==> src/rtl/hmd_pkg.sv <==
package hmd_pkg;
   typedef enum logic {
      OP_MUL = 1'b0,
      OP_DIV = 1'b1
   } hmd_op_e;

   function automatic logic [31:0] hmd_mag32(input logic [31:0] v, input logic neg);
      return neg ? (~v + 32'd1) : v;
   endfunction
endpackage

==> src/rtl/hmd_operand_prep.sv <==
module hmd_operand_prep #(
   parameter int WIDTH       = 32,
   parameter bit SIGNED_SUPP = 1'b1
) (
   input  logic             is_div,
   input  logic             is_signed,
   input  logic [WIDTH-1:0] a,
   input  logic [WIDTH-1:0] b,
   output logic [WIDTH-1:0] mag_a,
   output logic [WIDTH-1:0] mag_b,
   output logic             neg_main,
   output logic             neg_rem,
   output logic             zero_div
);
   logic sa, sb;

   generate
      if (SIGNED_SUPP) begin : g_signed
         assign sa = is_signed & a[WIDTH-1];
         assign sb = is_signed & b[WIDTH-1];
      end else begin : g_unsigned
         assign sa = 1'b0;
         assign sb = 1'b0;
      end
   endgenerate

   always_comb begin
      mag_a    = sa ? (~a + {{(WIDTH-1){1'b0}}, 1'b1}) : a;
      mag_b    = sb ? (~b + {{(WIDTH-1){1'b0}}, 1'b1}) : b;
      neg_main = sa ^ sb;
      neg_rem  = sa;
      zero_div = is_div & (b == '0);
   end
endmodule

==> src/rtl/hmd_seq_ctrl.sv <==
module hmd_seq_ctrl #(
   parameter int WIDTH = 32,
   localparam int CW   = (WIDTH > 1) ? $clog2(WIDTH) : 1
) (
   input  logic clk,
   input  logic rst_n,
   input  logic start,
   output logic accept,
   output logic step,
   output logic last,
   output logic busy,
   output logic done
);
   localparam logic [CW-1:0] LAST_CNT = CW'(WIDTH - 1);

   logic          busy_r, done_r;
   logic [CW-1:0] cnt_r;

   assign accept = start & ~busy_r;
   assign step   = busy_r;
   assign last   = busy_r & (cnt_r == LAST_CNT);
   assign busy   = busy_r;
   assign done   = done_r;

   always_ff @(posedge clk or negedge rst_n) begin
      if (!rst_n) begin
         busy_r <= 1'b0;
         done_r <= 1'b0;
         cnt_r  <= '0;
      end else begin
         done_r <= last;
         if (accept) begin
            busy_r <= 1'b1;
            cnt_r  <= '0;
         end else if (busy_r) begin
            cnt_r <= cnt_r + 1'b1;
            if (last) busy_r <= 1'b0;
         end
      end
   end
endmodule

==> src/rtl/hmd_datapath.sv <==
module hmd_datapath #(
   parameter int WIDTH = 32
) (
   input  logic             clk,
   input  logic             rst_n,
   input  logic             load,
   input  logic             step,
   input  logic             is_div,
   input  logic [WIDTH-1:0] mag_a,
   input  logic [WIDTH-1:0] mag_b,
   output logic [WIDTH-1:0] nxt_hi,
   output logic [WIDTH-1:0] nxt_lo
);
   logic             div_r;
   logic [WIDTH-1:0] hi_r, lo_r, opb_r;
   logic [WIDTH:0]   mul_sum, div_trial;

   always_comb begin
      mul_sum   = {1'b0, hi_r} + (lo_r[0] ? {1'b0, opb_r} : '0);
      div_trial = {hi_r, lo_r[WIDTH-1]} - {1'b0, opb_r};
      if (!div_r) begin
         {nxt_hi, nxt_lo} = {mul_sum, lo_r[WIDTH-1:1]};
      end else if (!div_trial[WIDTH]) begin
         nxt_hi = div_trial[WIDTH-1:0];
         nxt_lo = {lo_r[WIDTH-2:0], 1'b1};
      end else begin
         nxt_hi = {hi_r[WIDTH-2:0], lo_r[WIDTH-1]};
         nxt_lo = {lo_r[WIDTH-2:0], 1'b0};
      end
   end

   always_ff @(posedge clk or negedge rst_n) begin
      if (!rst_n) begin
         div_r <= 1'b0;
         hi_r  <= '0;
         lo_r  <= '0;
         opb_r <= '0;
      end else if (load) begin
         div_r <= is_div;
         hi_r  <= '0;
         lo_r  <= mag_a;
         opb_r <= mag_b;
      end else if (step) begin
         hi_r <= nxt_hi;
         lo_r <= nxt_lo;
      end
   end
endmodule

==> src/rtl/hmd_result_fix.sv <==
module hmd_result_fix #(
   parameter int WIDTH = 32
) (
   input  logic             is_div,
   input  logic             neg_main,
   input  logic             neg_rem,
   input  logic             zero_div,
   input  logic [WIDTH-1:0] raw_hi,
   input  logic [WIDTH-1:0] raw_lo,
   output logic [WIDTH-1:0] res_hi,
   output logic [WIDTH-1:0] res_lo
);
   logic [2*WIDTH-1:0] prod;
   logic [WIDTH-1:0]   quo, rem;

   always_comb begin
      prod = {raw_hi, raw_lo};
      if (neg_main) prod = ~prod + {{(2*WIDTH-1){1'b0}}, 1'b1};
      quo = neg_main ? (~raw_lo + {{(WIDTH-1){1'b0}}, 1'b1}) : raw_lo;
      rem = neg_rem  ? (~raw_hi + {{(WIDTH-1){1'b0}}, 1'b1}) : raw_hi;
      if (zero_div) quo = '1;
      if (is_div) begin
         res_hi = rem;
         res_lo = quo;
      end else begin
         res_hi = prod[2*WIDTH-1:WIDTH];
         res_lo = prod[WIDTH-1:0];
      end
   end
endmodule

==> src/rtl/hmd_top.sv <==
module hmd_top #(
   parameter int WIDTH       = 32,
   parameter bit SIGNED_SUPP = 1'b1
) (
   input  logic             clk,
   input  logic             rst_n,
   input  logic             start,
   input  logic             op_div,
   input  logic             op_signed,
   input  logic [WIDTH-1:0] opnd_a,
   input  logic [WIDTH-1:0] opnd_b,
   output logic             busy,
   output logic             done,
   output logic [WIDTH-1:0] hi,
   output logic [WIDTH-1:0] lo
);
   import hmd_pkg::*;

   generate
      if (WIDTH < 4) begin : g_bad_width
         $error("hmd_top: WIDTH must be at least 4");
      end
   endgenerate

   logic             accept, step, last;
   logic [WIDTH-1:0] mag_a, mag_b, nxt_hi, nxt_lo, res_hi, res_lo;
   logic             p_neg_main, p_neg_rem, p_zero;
   logic             neg_main_r, neg_rem_r, zero_r;
   hmd_op_e          op_r;
   logic [WIDTH-1:0] hi_r, lo_r;

   hmd_operand_prep #(.WIDTH(WIDTH), .SIGNED_SUPP(SIGNED_SUPP)) u_prep (
      .is_div   (op_div),
      .is_signed(op_signed),
      .a        (opnd_a),
      .b        (opnd_b),
      .mag_a    (mag_a),
      .mag_b    (mag_b),
      .neg_main (p_neg_main),
      .neg_rem  (p_neg_rem),
      .zero_div (p_zero)
   );

   hmd_seq_ctrl #(.WIDTH(WIDTH)) u_ctrl (
      .clk   (clk),
      .rst_n (rst_n),
      .start (start),
      .accept(accept),
      .step  (step),
      .last  (last),
      .busy  (busy),
      .done  (done)
   );

   hmd_datapath #(.WIDTH(WIDTH)) u_dp (
      .clk   (clk),
      .rst_n (rst_n),
      .load  (accept),
      .step  (step),
      .is_div(op_div),
      .mag_a (mag_a),
      .mag_b (mag_b),
      .nxt_hi(nxt_hi),
      .nxt_lo(nxt_lo)
   );

   hmd_result_fix #(.WIDTH(WIDTH)) u_fix (
      .is_div  (op_r == OP_DIV),
      .neg_main(neg_main_r),
      .neg_rem (neg_rem_r),
      .zero_div(zero_r),
      .raw_hi  (nxt_hi),
      .raw_lo  (nxt_lo),
      .res_hi  (res_hi),
      .res_lo  (res_lo)
   );

   always_ff @(posedge clk or negedge rst_n) begin
      if (!rst_n) begin
         op_r       <= OP_MUL;
         neg_main_r <= 1'b0;
         neg_rem_r  <= 1'b0;
         zero_r     <= 1'b0;
         hi_r       <= '0;
         lo_r       <= '0;
      end else begin
         if (accept) begin
            op_r       <= op_div ? OP_DIV : OP_MUL;
            neg_main_r <= p_neg_main;
            neg_rem_r  <= p_neg_rem;
            zero_r     <= p_zero;
         end
         if (last) begin
            hi_r <= res_hi;
            lo_r <= res_lo;
         end
      end
   end

   assign hi = hi_r;
   assign lo = lo_r;
endmodule

==> config.mk <==
export PLATFORM = sky130hd
export DESIGN_NAME = hmd_top
export DESIGN_NICKNAME = d
export VERILOG_FILES = /design/src/rtl/hmd_pkg.sv /design/src/rtl/hmd_operand_prep.sv /design/src/rtl/hmd_seq_ctrl.sv /design/src/rtl/hmd_datapath.sv /design/src/rtl/hmd_result_fix.sv /design/src/rtl/hmd_top.sv
export SDC_FILE = /design/constraint.sdc
export NUM_CORES = 1
export LEC_CHECK = 0
export BUFFER_PORTS_ARGS = -buffer_cell sky130_fd_sc_hd__buf_2
export CORE_MARGIN = 5
export CORE_UTILIZATION = 45
export CTS_BUF_LIST = sky130_fd_sc_hd__clkbuf_2 sky130_fd_sc_hd__clkbuf_4 sky130_fd_sc_hd__clkbuf_8
export DETAILED_ROUTE_END_ITERATION = 10
export PLACE_DENSITY = 0.66
export SYNTH_ARGS = -nofsm -noshare
export SYNTH_HDL_FRONTEND = slang
export SYNTH_SLANG_ARGS = --single-unit
==> constraint.sdc <==
create_clock -name clk -period 5.83 [get_ports clk]
set_input_delay 0.583 -clock clk [delete_from_list [all_inputs] [get_ports clk]]
set_output_delay 0.583 -clock clk [all_outputs]
set_load 0.01 [all_outputs]
**Word level (Yosys, flattened, before mapping)**

Index checks and enable logic that the tools add are counted.

- Reduce and logical (&&, ||, !) cells: 2
- $add $sub $neg: 8
- Equality and inequality tests: 1
- Bitwise operators: 12
- Mux-type cells: 23

Operators by type and width:

| cell | count |
|---|---|
| $mux W32 | 15 |
| $add A32 B1 Y32 const B | 4 |
| $not A32 Y32 | 4 |
| $add A64 B1 Y64 const B | 1 |
| $mux W64 | 1 |
| $not A64 Y64 | 1 |
| $add A32 B33 Y33 | 1 |
| $sub A33 B32 Y33 | 1 |
| $logic_not A32 Y1 | 1 |
| $mux W5 | 2 |
| $add A5 B1 Y5 const B | 1 |
| $and A1 B1 Y1 | 5 |
| $eq A5 B5 Y1 const B | 1 |
| $mux W1 | 5 |
| $reduce_bool A2 Y1 | 1 |
| $not A1 Y1 | 1 |
| $xor A1 B1 Y1 | 1 |

- Register bits after elaboration: 172

**Logic depth before layout (Yosys ltp)**

- Word-level depth: 8
- Mapped depth: 28

**Cells and area by module**

From an unflattened synthesis, not the netlist that was laid out.

- Cells, all modules: 1,762
- Area, all modules: 15,282.2 sq um

Modules (own cells, without submodules):

| module | times used | cells an instance | area each (sq um) |
|---|---|---|---|
| hmd_datapath | 1 | 1,077 | 8,807.2 |
| hmd_top | 1 | 143 | 2,824.0 |
| hmd_result_fix | 1 | 283 | 1,771.7 |
| hmd_operand_prep | 1 | 229 | 1,535.2 |
| hmd_seq_ctrl | 1 | 30 | 344.1 |

**Worst setup path after synthesis**

Ideal clock, no wire load.

- Path type: register to register
- Start: reg u_dp.lo_r[31]
- End: reg hi_r[26] (netlist: hi[26])
- Arrival time: 5,852 ps
- Period minus slack after synthesis: 5,983 ps
- Cell stages (with the launch flop): 28
- Data required time: 5,699 ps
- Slack: -153 ps
- Cells stage by stage: dfrtp_1 inv_1 ha_1 fa_1 nand2b_1 a21oi_1 o21ai_1 o21ai_1 a21oi_4 xnor2_2 buf_6 clkbuf_1 nand2_1 a21boi_0 ha_1 nand2_1 or2_1 or2_2 nand2b_1 or3_1 or3_1 clkbuf_1 nand2_1 o21ai_1 nor4b_1 a31oi_1 xnor2_1 o21ai_1

- Cells in the longest elaborated chain, start to end: 7
- Elaborated cells between the ends (all ways): 12
- Classes of those cells: 3 x add/sub; 7 x mux; 2 x bitwise

RTL lines:

| element | line | source |
|---|---|---|
| start: declaration | hmd_datapath.sv:15 | `logic [WIDTH-1:0] hi_r, lo_r, opb_r;` |
| start signal: assignment | hmd_datapath.sv:41 | `lo_r <= mag_a;` |
| start signal: assignment | hmd_datapath.sv:45 | `lo_r <= nxt_lo;` |
| $sub A33 B32 Y33 | hmd_datapath.sv:20 | `div_trial = {hi_r, lo_r[WIDTH-1]} - {1'b0, opb_r};` |
| $mux W1 / $mux W32 (equally long branches) | hmd_datapath.sv:23 | `end else if (!div_trial[WIDTH]) begin` |
| $mux W32 | hmd_datapath.sv:21 | `if (!div_r) begin` |
| $not A64 Y64 / $not A32 Y32 (equally long branches) | hmd_result_fix.sv:18, hmd_result_fix.sv:20 |  |
| $add A64 B1 Y64 / $add A32 B1 Y32 (equally long branches) | hmd_result_fix.sv:18, hmd_result_fix.sv:20 |  |
| $mux W64 / $mux W32 (equally long branches) | hmd_result_fix.sv:18, hmd_result_fix.sv:20 |  |
| $mux W32 * | hmd_result_fix.sv:22 | `if (is_div) begin` |
| end signal: assignment | hmd_top.sv:94 | `hi_r <= res_hi;` |
| end: declaration | hmd_top.sv:30 | `logic [WIDTH-1:0] hi_r, lo_r;` |

Mark *: on every way between the ends. The rest lies on a longest branch, timed or not.
A chain may end at the register's enable or synchronous reset.

**Worst setup path after layout**

- Start: reg u_dp.hi_r[12]
- End: reg hi_r[10] (netlist: hi[10])

- Cells in the longest elaborated chain, start to end: 7
- Elaborated cells between the ends (all ways): 12
- Classes of those cells: 3 x add/sub; 7 x mux; 2 x bitwise

RTL lines:

| element | line | source |
|---|---|---|
| start: declaration | hmd_datapath.sv:15 |  |
| start signal: assignment | hmd_datapath.sv:44 | `hi_r <= nxt_hi;` |
| $sub A33 B32 Y33 * | hmd_datapath.sv:20 |  |
| $mux W1 / $mux W32 (equally long branches) | hmd_datapath.sv:23 |  |
| $mux W32 | hmd_datapath.sv:21 |  |
| $not A64 Y64 / $not A32 Y32 (equally long branches) | hmd_result_fix.sv:18, hmd_result_fix.sv:20 |  |
| $add A64 B1 Y64 / $add A32 B1 Y32 (equally long branches) | hmd_result_fix.sv:18, hmd_result_fix.sv:20 |  |
| $mux W64 / $mux W32 (equally long branches) | hmd_result_fix.sv:18, hmd_result_fix.sv:20 |  |
| $mux W32 * | hmd_result_fix.sv:22 |  |

Marks and branches as above.

==> flow_summary.toml <==
[timing]
clock.fmax_mhz = 183
tns_ps = 0
whs_ps = 123
finalCriticalPeriod_ps = 5470
rsz0062_at_grt = "no"
maxSlewViolCount = 0
fin_crit_sh_pct = 93.9
finClkSkew_ps = 25.3
worst_pin_slew_ps = 1170
finalHoldViolations = 0
setup_viol_count_final = 0
max_slew_margin_pct = 21.5

[critical_path]
critPathSlowestCell = "ha_1"
crit_chain = "ha_1 > a211oi_2 > nor2_1 > o31a_1 > and4_1 > a21oi_4 > xnor2_2 > nand2_1 > a21boi_1 > ha_1 > nand2_1 > or2_1 > or2_2 > nand2b_1 > or3_1 > or3_4 > nand2_1 > o21ai_1 > nor4b_2 > a21oi_1 > xnor2_1 > o21ai_1"
cp_top_family = "simple AND/OR/NAND/NOR gates"
reg2reg_to = "hi[10]"
worstPathMaxFanout = 8
cpMostUsedCell = "nand2_1"
crit_arrival_ps = 5860
startpoint_type = "flop"
rr_worst_depth = 22
cp-end-kind = "flop"
max_stage_delay_ps = 460
r2r-start = "u_dp.hi_r[12]"
crit_buf_inv = 0
worstPathRequired_ps = 6210
worstSetupPathType = "reg -> reg"
rrSetupSlack_ps = 360

[status]
outcome = "completed"

[final_layout]
fin_area_um2 = 16700
nets = 2192
seqCellArea_um2 = 4280
area_growth_pct = 11.2
fillCellCount = 3325
multi_input_area_um2 = 10100
drive_above_1_share_pct = 13.6
utilization_pct = 50.2
antenna_cells = 0

[die]
core-area_um2 = 33300
dieArea_um2 = 37200
num_rows = 67
start_util_pct = 45.2
die_w_um = 193
io_pins = 135
chipHeight_um = 193

[synth]
mappedNetlistArea_um2 = 15000
postSynth.asyncResetShare_pct = 100
avgSynthCellArea_um2 = 7.74
synth_ff_type = "dfrtp_1"
synth_cell_types = 84
syn-instance-count = 1942
ys_seq_area_share_pct = 28.5
ys_ff_latch = 171
syn_nets = 2083
ys_warn_count = 0
synth_edf_count = 0

[drt]
dr.pass1.iters = 6
vias_per_cell = 6.04
drt_iter0_markers = 1650
vias = 15200
routed_wl_mm = 53.9
ant_nets = 0
drc = 0
routedWlPerCell_um = 21.5

[cts]
clkTransAtPathRegs_ps = 110
cts.htree.levels = 4
clock-sinks = 171
clk_latency_ps = 520
clock-root-buffer = "clkbuf_8"
cts_tree = "yes"
cts_buffers = 17
hold_buffers = 0
cts.path.max_buffers = 2

[place]
placed_area_um2 = 16300
gp_congestion = 1.01
hpwlAfterDp_mm = 41.7
port_buffers = 134

[grt]
grt_pass1_wl_mm = 82.7
grt_max_degree = 106
grt_pass1_vias = 14200
antenna_found_initial = 2
grt-ovfl-total = 0
grtUsageTotal_pct = 28.5

[worst_hold_path]
min_path_type = "in -> async"

[flow_run]
maxCapViolations = 0
==> stage by stage <==
step	instances	setup WS, ps
after detailed placement	2479	238
after floorplan	1942	80.6
final	2512	358
after global placement	2479	367
after global routing	2512	6.11
after CTS	2511	180
==> cells in the mapped netlist, drive strengths merged, types with 22 or more instances <==
library cell | number | area [um^2]
o31ai | 27 | 203
xnor2 | 99 | 875
dfrtp | 171 | 4280
nor2 | 131 | 492
o211ai | 32 | 240
mux2i | 28 | 284
inv | 69 | 259
nand2b | 36 | 225
mux2 | 26 | 293
nor3 | 46 | 240
nand3 | 23 | 115
and2 | 51 | 319
a21oi | 139 | 707
o21ai | 238 | 1190
clkbuf | 82 | 308
a31oi | 26 | 163
xor2 | 67 | 587
a21o | 27 | 203
ha | 70 | 876
nand2 | 273 | 1020
nor4 | 22 | 138
==> cells in the final DEF, fill, tap and decap left out, types with 17 or more instances in the layout <==
cell,instances
nand2_1,271
o21ai_0,218
dfrtp_1,169
a21oi_1,136
buf_2,133
nor2_1,131
xnor2_1,98
ha_1,70
inv_1,69
xor2_1,67
buf_4,59
and2_1,51
nor3_1,44
nand2b_1,36
o211ai_1,32
a21o_1,27
o31ai_1,27
mux2i_1,27
mux2_2,26
a31oi_1,26
nand3_1,23
nor4_1,22
or3_1,19
clkbuf_8,18
nand4_1,17
o21ai_1,17
==> flip-flops by register name, indices dropped and copies added, names as in the netlist, 5 cells and up <==
name	flops
hi	32
lo	32
u_dp.hi_r	32
u_dp.lo_r	32
u_dp.opb_r	32
u_ctrl.cnt_r	5
==> worst max path at each step <==
stage              startpoint     end  slack, ps  depth (start not counted)
2_1_floorplan   u_dp.lo_r[31]  hi[26]         80                         27
3_3_place_gp    u_dp.lo_r[31]  hi[26]        370                         24
3_5_place_dp    u_dp.lo_r[31]  hi[10]        240                         24
4_1_cts         u_dp.lo_r[31]  hi[10]        180                         24
5_1_grt        u_dp.opb_r[13]  hi[10]          6                         23
6_report        u_dp.hi_r[12]  hi[10]        360                         22
==> kinds of logic after synthesis <==
group	synth area share (%)
and+or+nand+nor	21.9
AOI/OAI and AO/OA	25.4
buffers and inverters	4.55
DFF	28.5
xor gates and xnor gates	9.72
adders and majority gates	6.09
muxes	3.84
==> per-layer routing <==
metal	wire (um)	global-route usage, %	vias up
met5	13	0	-
met4	1430	7.93	2
met3	5780	7.91	87
met2	21900	39.6	720
met1	24800	43.0	7176
li1	-	-	7183
==> layout make-up <==
type                            instances  area share, %
Multi-Input combinational cell       1597           60.4
Sequential cell                       171           25.6
Timing Repair Buffer                  193           6.70
Tap cell                              448           3.35
Inverter                               71           1.59
Clock buffer                           19           1.53
Clock inverter                         13          0.756
==> timing repair <==
action	in CTS	in global routing
gates resized for setup	0	4
endpoints found under the setup margin	0	9
setup buffers	0	1
hold endpoints to repair	0	0
Power is left out: the tool's default activity adds up to more than one toggle a clock period on the data nets, which glitch-free logic cannot reach.
